===== src/rtl/ccb_pkg.sv =====
// Shared types for the codec serial command bridge.
package ccb_pkg;

    // Phase of the single-bit serial engine.
    typedef enum logic [1:0] {
        PH_IDLE  = 2'd0,
        PH_SETUP = 2'd1,
        PH_HIGH  = 2'd2
    } ccb_phase_e;

endpackage


===== src/rtl/ccb_host_decode.sv =====
// Host register decode.
// Turns one-cycle read and write strobes at fixed offsets into
// command pulses for the select controller. Purely combinational.
// Assumes the host holds address and data valid with the strobe.
module ccb_host_decode #(
    parameter int              ADDR_W   = 8,
    parameter logic [ADDR_W-1:0] OFS_CONV = 8'h38,
    parameter logic [ADDR_W-1:0] OFS_GAIN = 8'h2C,
    parameter logic [ADDR_W-1:0] OFS_CLOSE = 8'h28
) (
    input  logic [ADDR_W-1:0] host_addr,
    input  logic              host_rd,
    input  logic              host_wr,
    input  logic [7:0]        host_wdata,
    output logic              open_conv,
    output logic              open_gain,
    output logic              close_rd,
    output logic              bit_wr,
    output logic              bit_val
);
    logic unused_low;

    // Offset compare for every strobe kind.
    always_comb begin
        open_conv  = host_rd && (host_addr == OFS_CONV);
        open_gain  = host_rd && (host_addr == OFS_GAIN);
        close_rd   = host_rd && (host_addr == OFS_CLOSE);
        bit_wr     = host_wr && (host_addr == OFS_GAIN);
        bit_val    = host_wdata[7];
        unused_low = ^host_wdata[6:0];
    end
endmodule


===== src/rtl/ccb_select_ctrl.sv =====
// Select controller.
// Holds the two target selects, the deferred close request and the
// sticky error flag. Gates data writes so that only writes made with a
// select high reach the bit engine. Assumes the engine's busy output
// covers both the bit on the wire and the holding entry.
module ccb_select_ctrl (
    input  logic clk,
    input  logic rst_n,
    input  logic open_conv,
    input  logic open_gain,
    input  logic close_rd,
    input  logic bit_wr,
    input  logic eng_busy,
    input  logic eng_drop,
    output logic sel_conv,
    output logic sel_gain,
    output logic err,
    output logic bit_go
);
    logic close_pend;
    logic any_sel;

    // A data bit is accepted only inside an open transaction.
    always_comb begin
        any_sel = sel_conv || sel_gain;
        bit_go  = bit_wr && any_sel;
    end

    // Open a select when none is open; release it once the engine drains.
    always_ff @(posedge clk) begin
        if (!rst_n) begin
            sel_conv   <= 1'b0;
            sel_gain   <= 1'b0;
            close_pend <= 1'b0;
        end else if (!any_sel) begin
            if (open_conv)
                sel_conv <= 1'b1;
            else if (open_gain)
                sel_gain <= 1'b1;
        end else if (close_pend && !eng_busy && !bit_go) begin
            sel_conv   <= 1'b0;
            sel_gain   <= 1'b0;
            close_pend <= 1'b0;
        end else if (close_rd) begin
            close_pend <= 1'b1;
        end
    end

    // Sticky error: set on a lost write, cleared by an accepted open.
    always_ff @(posedge clk) begin
        if (!rst_n)
            err <= 1'b0;
        else if (!any_sel && (open_conv || open_gain))
            err <= 1'b0;
        else if ((bit_wr && !any_sel) || eng_drop)
            err <= 1'b1;
    end
endmodule


===== src/rtl/ccb_bit_engine.sv =====
// Single-bit serial engine with a one-deep holding entry.
// Each accepted bit drives ser_dat with ser_clk low for HALF_DIV cycles,
// then ser_clk high for HALF_DIV cycles. A held bit, or a bit arriving
// in the last high cycle, starts on the same edge the pulse ends.
// Assumes HALF_DIV >= 1.
module ccb_bit_engine
    import ccb_pkg::*;
#(
    parameter int HALF_DIV = 4
) (
    input  logic clk,
    input  logic rst_n,
    input  logic bit_go,
    input  logic bit_val,
    output logic ser_clk,
    output logic ser_dat,
    output logic busy,
    output logic drop
);
    localparam int              CW   = $clog2(HALF_DIV + 1);
    localparam logic [CW-1:0]   LAST = CW'(HALF_DIV - 1);

    ccb_phase_e    phase;
    logic [CW-1:0] cnt;
    logic          hold_v;
    logic          hold_b;
    logic          half_done;
    logic          slot_free;

    // Slot is free when idle or in the final high cycle of a pulse.
    always_comb begin
        half_done = (cnt == LAST);
        slot_free = (phase == PH_IDLE) || ((phase == PH_HIGH) && half_done);
        drop      = bit_go && !slot_free && hold_v;
        busy      = (phase != PH_IDLE) || hold_v;
    end

    // Phase sequencing, divider count, wire outputs and holding entry.
    always_ff @(posedge clk) begin
        if (!rst_n) begin
            phase   <= PH_IDLE;
            cnt     <= '0;
            ser_clk <= 1'b0;
            ser_dat <= 1'b0;
            hold_v  <= 1'b0;
            hold_b  <= 1'b0;
        end else if (slot_free) begin
            cnt     <= '0;
            ser_clk <= 1'b0;
            if (hold_v || bit_go) begin
                phase   <= PH_SETUP;
                ser_dat <= hold_v ? hold_b : bit_val;
            end else begin
                phase   <= PH_IDLE;
            end
            hold_v <= hold_v && bit_go;
            if (hold_v && bit_go)
                hold_b <= bit_val;
        end else begin
            if (half_done) begin
                phase   <= PH_HIGH;
                ser_clk <= 1'b1;
                cnt     <= '0;
            end else begin
                cnt <= cnt + 1'b1;
            end
            if (bit_go && !hold_v) begin
                hold_v <= 1'b1;
                hold_b <= bit_val;
            end
        end
    end
endmodule


===== src/rtl/codec_cmd_bridge.sv =====
// Codec serial command bridge, top level.
// Byte-wide host register port in; two selects plus a shared serial
// clock and data line out. Read strobes frame transactions, and every
// data write carries one serial bit in bit 7.
module codec_cmd_bridge #(
    parameter int                ADDR_W    = 8,
    parameter logic [ADDR_W-1:0] OFS_CONV  = 8'h38,
    parameter logic [ADDR_W-1:0] OFS_GAIN  = 8'h2C,
    parameter logic [ADDR_W-1:0] OFS_CLOSE = 8'h28,
    parameter int                HALF_DIV  = 4
) (
    input  logic              clk,
    input  logic              rst_n,
    input  logic [ADDR_W-1:0] host_addr,
    input  logic              host_rd,
    input  logic              host_wr,
    input  logic [7:0]        host_wdata,
    output logic              sel_conv,
    output logic              sel_gain,
    output logic              ser_clk,
    output logic              ser_dat,
    output logic              busy,
    output logic              err
);
    logic open_conv, open_gain, close_rd, bit_wr, bit_val;
    logic bit_go, eng_drop;

    ccb_host_decode #(
        .ADDR_W(ADDR_W), .OFS_CONV(OFS_CONV),
        .OFS_GAIN(OFS_GAIN), .OFS_CLOSE(OFS_CLOSE)
    ) u_dec (
        .host_addr (host_addr),
        .host_rd   (host_rd),
        .host_wr   (host_wr),
        .host_wdata(host_wdata),
        .open_conv (open_conv),
        .open_gain (open_gain),
        .close_rd  (close_rd),
        .bit_wr    (bit_wr),
        .bit_val   (bit_val)
    );

    ccb_select_ctrl u_sel (
        .clk      (clk),
        .rst_n    (rst_n),
        .open_conv(open_conv),
        .open_gain(open_gain),
        .close_rd (close_rd),
        .bit_wr   (bit_wr),
        .eng_busy (busy),
        .eng_drop (eng_drop),
        .sel_conv (sel_conv),
        .sel_gain (sel_gain),
        .err      (err),
        .bit_go   (bit_go)
    );

    ccb_bit_engine #(.HALF_DIV(HALF_DIV)) u_eng (
        .clk    (clk),
        .rst_n  (rst_n),
        .bit_go (bit_go),
        .bit_val(bit_val),
        .ser_clk(ser_clk),
        .ser_dat(ser_dat),
        .busy   (busy),
        .drop   (eng_drop)
    );
endmodule


===== config.mk =====
export PLATFORM = sky130hd
export DESIGN_NAME = codec_cmd_bridge
export DESIGN_NICKNAME = d
export VERILOG_FILES = /design/src/rtl/ccb_pkg.sv /design/src/rtl/ccb_host_decode.sv /design/src/rtl/ccb_select_ctrl.sv /design/src/rtl/ccb_bit_engine.sv /design/src/rtl/codec_cmd_bridge.sv
export SDC_FILE = /design/constraint.sdc
export NUM_CORES = 1
export LEC_CHECK = 0
export BUFFER_PORTS_ARGS = -buffer_cell sky130_fd_sc_hd__buf_4
export CORE_MARGIN = 2
export CORE_UTILIZATION = 48
export CTS_BUF_LIST = sky130_fd_sc_hd__clkbuf_16
export CTS_CLUSTER_SIZE = 28
export DETAILED_ROUTE_END_ITERATION = 7
export HOLD_SLACK_MARGIN = 0.06
export PLACE_DENSITY = 0.83
export SYNTH_ARGS = -nofsm -noshare
export SYNTH_HDL_FRONTEND = slang
export SYNTH_SLANG_ARGS = --single-unit
export TNS_END_PERCENT = 30

===== constraint.sdc =====
create_clock -name clk -period 3.9 [get_ports clk]
set_input_delay 0.585 -clock clk [delete_from_list [all_inputs] [get_ports clk]]
set_output_delay 0.585 -clock clk [all_outputs]
set_load 0.02 [all_outputs]

## Word-level counts from Yosys, hierarchy flattened

Cells that the tools add are included.

- Add/subtract/negate cells: 1
- Multipliers: 0
- Div/mod/pow operators: 0
- Order comparisons: 0
- Equal/unequal tests: 8
- Shifts and indexed selects: 0
- Multiplexer cells: 17
- Bitwise logic cells: 1
- Reductions and logical operators: 40

Operators by type and width:

| kind | count |
|---|---|
| 8-bit by 6-bit equality test with 1-bit output (second input constant) | 3 |
| 1-bit two-way mux | 15 |
| 1-bit logical AND | 14 |
| 2-bit nonzero test | 6 |
| 2-bit AND reduction | 4 |
| 1-bit logical OR | 6 |
| 2-bit != test (second input constant) | 3 |
| 1-bit zero test | 5 |
| 2-bit two-way mux | 2 |
| 2-bit OR reduction | 2 |
| 3-bit by 1-bit adder with 3-bit output (second input constant) | 1 |
| 3-bit by 2-bit equality test with 1-bit output (second input constant) | 1 |
| 3-bit AND reduction | 1 |
| 3-bit OR reduction | 1 |
| 2-bit equality test (second input constant) | 1 |
| 2-bit zero test | 1 |
| 1-bit inverter | 1 |

- Register bits: 13
- Bits in latches: 0
- Bits in writable memories: 0
- Memory bits (read-only): 0
- Bits of input ports: 20
- Logic and storage cells: 77
- Memories: 0

## Logic depth before layout (Yosys ltp)

- Word-level depth: 7
- Gate-level depth with buffers: 6
- Gate-level depth less buffers: 6

## Hierarchy

Synthesis repeated with hierarchy kept, for this count alone.

- Cells, all modules: 72
- Area total of the unflattened synthesis: 658.1 um2

Modules (own cells, without submodules):

| module | times used | cells an instance | area each (um2) |
|---|---|---|---|
| ccb_bit_engine | 1 | 40 | 377.9 |
| ccb_select_ctrl | 1 | 21 | 186.4 |
| ccb_host_decode | 1 | 11 | 93.8 |

## Worst setup path before layout

OpenSTA, ideal clock, no wires.

- Kind: input to register
- Start point: input host_addr[7]
- End point: register u_eng.ser_dat
- Arrival: 1,411 ps
- Slack: 2,398 ps
- Cell stages on the path: 4
- Buffers on the path: 0
- Path through: nor4b_4 > a41o_1 > a21oi_1 > a311oi_1

- Cells in the longest elaborated chain, start to end: 5

Ends and longest elaborated chain:

| what | RTL line | source |
|---|---|---|
| start: declaration | codec_cmd_bridge.sv:14 | `input logic [ADDR_W-1:0] host_addr,` |
| 8-bit by 6-bit equality test with 1-bit output | ccb_host_decode.sv:28 | `bit_wr = host_wr && (host_addr == OFS_GAIN);` |
| 1-bit logical AND | ccb_host_decode.sv:28 |  |
| 1-bit logical AND | ccb_select_ctrl.sv:26 | `bit_go = bit_wr && any_sel;` |
| 1-bit logical OR | ccb_bit_engine.sv:50 | `if (hold_v \|\| bit_go) begin` |
| 2-bit AND reduction (no line) | - |  |
| end signal: assignment | ccb_bit_engine.sv:52 | `ser_dat <= hold_v ? hold_b : bit_val;` |
| end: declaration | ccb_bit_engine.sv:16 | `output logic ser_dat,` |

Every way passes these cells.
A chain may end at the register's enable or synchronous reset.

## Worst setup path after layout

- Start point: register u_eng.phase[0]
- End point: output busy

- Cells in the longest elaborated chain, start to end: 2

Ends and longest elaborated chain:

| what | RTL line | source |
|---|---|---|
| start: declaration | ccb_bit_engine.sv:23 | `ccb_phase_e phase;` |
| start signal: assignment | ccb_bit_engine.sv:41 | `phase <= PH_IDLE;` |
| start signal: assignment | ccb_bit_engine.sv:51 | `phase <= PH_SETUP;` |
| start signal: assignment | ccb_bit_engine.sv:54 | `phase <= PH_IDLE;` |
| 2-bit nonzero test | ccb_bit_engine.sv:35 | `busy = (phase != PH_IDLE) \|\| hold_v;` |
| 1-bit logical OR | ccb_bit_engine.sv:35 |  |
| end: declaration | codec_cmd_bridge.sv:22 | `output logic busy,` |

Every way passes these cells.

==> results.tsv <==
stage	metric	value	unit
power	ir_drop	0.0002586	V
detailed_routing	dr_wl_met3	66	µm
global_routing	antenna_found_initial	0	
setup_path	critPathTopFamily	simple AND/OR/NAND/NOR gates	
floorplanning	start_util	0.5400	
setup_path	reg2reg_depth	6	
global_routing	grt_pass1_vias	529	
clock_network	cts.clk_slew.worst_paths	0.04	ns
detailed_routing	post_drt_via_cell_ratio	5.587	
setup_path	cpPeakStageDelay	0.42	ns
setup_path	critPathLaunchType	register	
setup_path	end_kind	output pin	
sta	finClkSkew	0.006105	ns
place	dpl-instance-area	777.0	µm²
cells_and_area	num-nets-final	113	
place	gp_congestion	0.7294	
sta	finalMaxSlewViolations	0	
sta	hold_viol_final	0	
setup_path	rrSetupSlack	2.26	ns
cells_and_area	postLayoutCoreUtil	0.7403	
detailed_routing	drt_iter0_markers	9	
setup_path	critPathKind	register to output pin	
cells_and_area	postLayoutCellArea	855.8	µm²
clock_network	root_buffer	clkbuf_16	
setup_path	reg2reg_from	u_eng.cnt[0]	
clock_network	postCtsSetupBuffers	0	
detailed_routing	wl_per_cell	13.76	µm
floorplanning	core_area	0.001156	mm²
cells_and_area	num_antenna_cells	0	
setup_path	cpMaxStageDelayCell	or3_1	
floorplanning	fp.dieH	40.07	µm
place	portBuffers	18	
setup_path	regToRegEndpoint	u_eng.cnt[1]	
cells_and_area	layout-drive-gt1-share	0.2778	
detailed_routing	vias	581	
sta	period_minus_slack	1.764	ns
clock_network	cts_resized	0	
floorplanning	dieArea	0.001605	mm²
clock_network	cts.path.max_buffers	2	
sta	post-route-period-util	0.4522	
min_path	hold_depth	1	
power	powerDensity	404.6	mW/mm²
sta	worstMarginPinSlew	0.3263	ns
global_routing	grt_pass1_wl	2.242	mm
sta	max_freq	0.5670	GHz
yosys	syn_inst	68	
outcome	outcome	finished clean	
clock_network	cts_hold_buf	0	
floorplanning	rows	12	
clock_network	cts_buffers	3	
yosys	syn_avg_cell_area	9.182	µm²
floorplanning	fp.dieW	40.07	µm
min_path	holdCritStartpoint	u_eng.cnt[0]	
detailed_routing	dr.pass1.iters	4	
global_routing	grt-ovfl-total	0	
floorplanning	io_pins	26	
sta	finalSetupTns	0	ns
yosys	syn_nets	90	
detailed_routing	met2_length	693	µm
yosys	yosysWarnings	0	
clock_network	numClockSinks	13	
power	power_leakage	0.3961	nW
global_routing	grt_max_degree	8	
setup_path	crit_chain	or3_1 -> buf_4	
detailed_routing	wl	1.431	mm
sta	relSlewSlack	0.7805	
setup_path	crit_arrival	1.18	ns
clock_network	htree_levels	1	
global_routing	track_usage	0.2221	
run	cap_violations	0	
clock_network	cts_tree	yes	
min_path	hold-path-endpoint	u_eng.cnt[0]	
setup_path	crit_required	3.31	ns
setup_path	worst-path-max-fanout	7	
sta	rsz0062_at_grt	false	
detailed_routing	met1_length	649	µm
cells_and_area	syn_to_final_growth	37.07	%
detailed_routing	drc	0	
min_path	hold_path.class	register to register	
place	hpwl	983.3	µm
yosys	synth_cell_types	28	
setup_path	path_buf_inv	1	
sta	setup-violations-final	0	
clock_network	clk_latency	0.24	ns
detailed_routing	postRouteAntennaNets	0	
cells_and_area	fill_cells	85	
detailed_routing	top_layer	met4	
yosys	seq_area_frac_synth	0.4168	
yosys	ys_ff_latch	13	
yosys	syn_area	624.3	µm²
sequential cells by signal, indices dropped and copies added (netlist names):
name	count
u_sel.err	1
u_eng.phase	2
u_sel.sel_gain	1
u_eng.hold_b	1
u_sel.sel_conv	1
u_sel.close_pend	1
u_eng.ser_dat	1
u_eng.cnt	3
u_eng.ser_clk	1
u_eng.hold_v	1
worst max path at each step:
stage,start,end,slack (ns),depth (start not counted)
global route,u_eng.cnt[0],u_eng.cnt[1],2.12,6
finish,u_eng.phase[0],busy,2.14,2
detailed placement,host_addr[7],u_eng.ser_dat,2.10,5
floorplan,host_addr[7],u_eng.ser_dat,2.40,4
global placement,host_addr[7],u_eng.ser_dat,2.16,5
CTS,u_eng.phase[0],busy,2.14,2
logic make-up (layout without fill, tap and decap cells):
family | Yosys count | in the layout | share of synthesized area
adders and majority gates | 2 | 2 | 0.04007
xor gates and xnor gates | 1 | 1 | 0.01403
AOI/OAI and AO/OA | 15 | 15 | 0.1523
buffers and inverters | 2 | 24 | 0.01203
muxes | 2 | 2 | 0.03207
DFF | 13 | 13 | 0.4168
and+or+nand+nor | 33 | 33 | 0.3327
worst register-to-register path, cell delays in order (launching register included):
cell     delay (ns)
dfxtp_1        0.31
ha_1           0.20
ha_1           0.26
nor2b_1        0.27
or2_2          0.18
nand2_1        0.11
nor3b_1        0.23
through the flow:
step	worst slack [ns]	power, mW	hold WS (ns)	instances
CTS	2.136	0.3489	0.4457	104
detailed placement	2.103	0.1557	0.4226	100
finish	2.136	0.3463	0.4496	104
global placement	2.164	0.1550	0.4163	100
global route	2.120	0.3550	0.4507	104
floorplan	2.398	0.1418	0.4043	68
Yosys cell counts:
library cell,count,area share
dfxtp_1,13,0.42
nor2_1,7,0.042
a21oi_1,6,0.048
nand2_1,6,0.036
nor2b_1,3,0.030
nor3_1,3,0.024
o21ai_0,3,0.024
ha_1,2,0.040
inv_1,2,0.012
mux2i_1,2,0.032
nand3_1,2,0.016
o21a_1,2,0.024
or3_1,2,0.020
a311oi_1,1,0.014
a31oi_1,1,0.010
a41o_1,1,0.016
and4_2,1,0.016
and4b_1,1,0.016
and4bb_2,1,0.020
nor3b_1,1,0.012
nor4_1,1,0.010
nor4b_4,1,0.038
nor4bb_1,1,0.016
o211a_1,1,0.016
or2_1,1,0.010
or2_2,1,0.010
or4b_1,1,0.016
xnor2_1,1,0.014
layer usage:
| metal | global-route usage | vias to the layer above |
|---|---|---|
| li1 | - | 293 |
| met5 | 0 | - |
| met4 | 0.1552 | 0 |
| met3 | 0.05000 | 4 |
| met1 | 0.2500 | 269 |
| met2 | 0.3669 | 15 |
report_power, final:
part / internal [mW] / total [mW] / leakage [nW] / switching (mW)
Combinational: 0.0114 / 0.0202 / 0.249 / 0.00877
Clock: 0.135 / 0.193 / 0.0423 / 0.0574
Sequential: 0.133 / 0.133 / 0.105 / 0.0000667
Total: 0.280 / 0.346 / 0.396 / 0.0662
layout make-up:
cell class              instances  area, µm²  area share
multi-input cells              53      356.6      0.4167
flip-flops and latches         13      260.3      0.3041
repair buffers                 18      135.1      0.1579
clock buffers                   3      75.07     0.08772
well taps                      14      17.52     0.02047
inverters                       2      7.507    0.008772
clock inverters                 1      3.754    0.004386
placed cells by master, fill, tap and decap left out, types with 2 or more instances in the layout:
| cell | n |
|---|---|
| a21oi_1 | 6 |
| buf_4 | 18 |
| clkbuf_16 | 3 |
| dfxtp_1 | 13 |
| ha_1 | 2 |
| inv_1 | 3 |
| mux2i_1 | 2 |
| nand2_1 | 6 |
| nand3_1 | 2 |
| nor2_1 | 7 |
| nor2b_1 | 3 |
| nor3_1 | 3 |
| o21a_1 | 2 |
| o21ai_0 | 3 |
| or3_1 | 2 |
No activity file was read; power rests on OpenSTA's default activity.
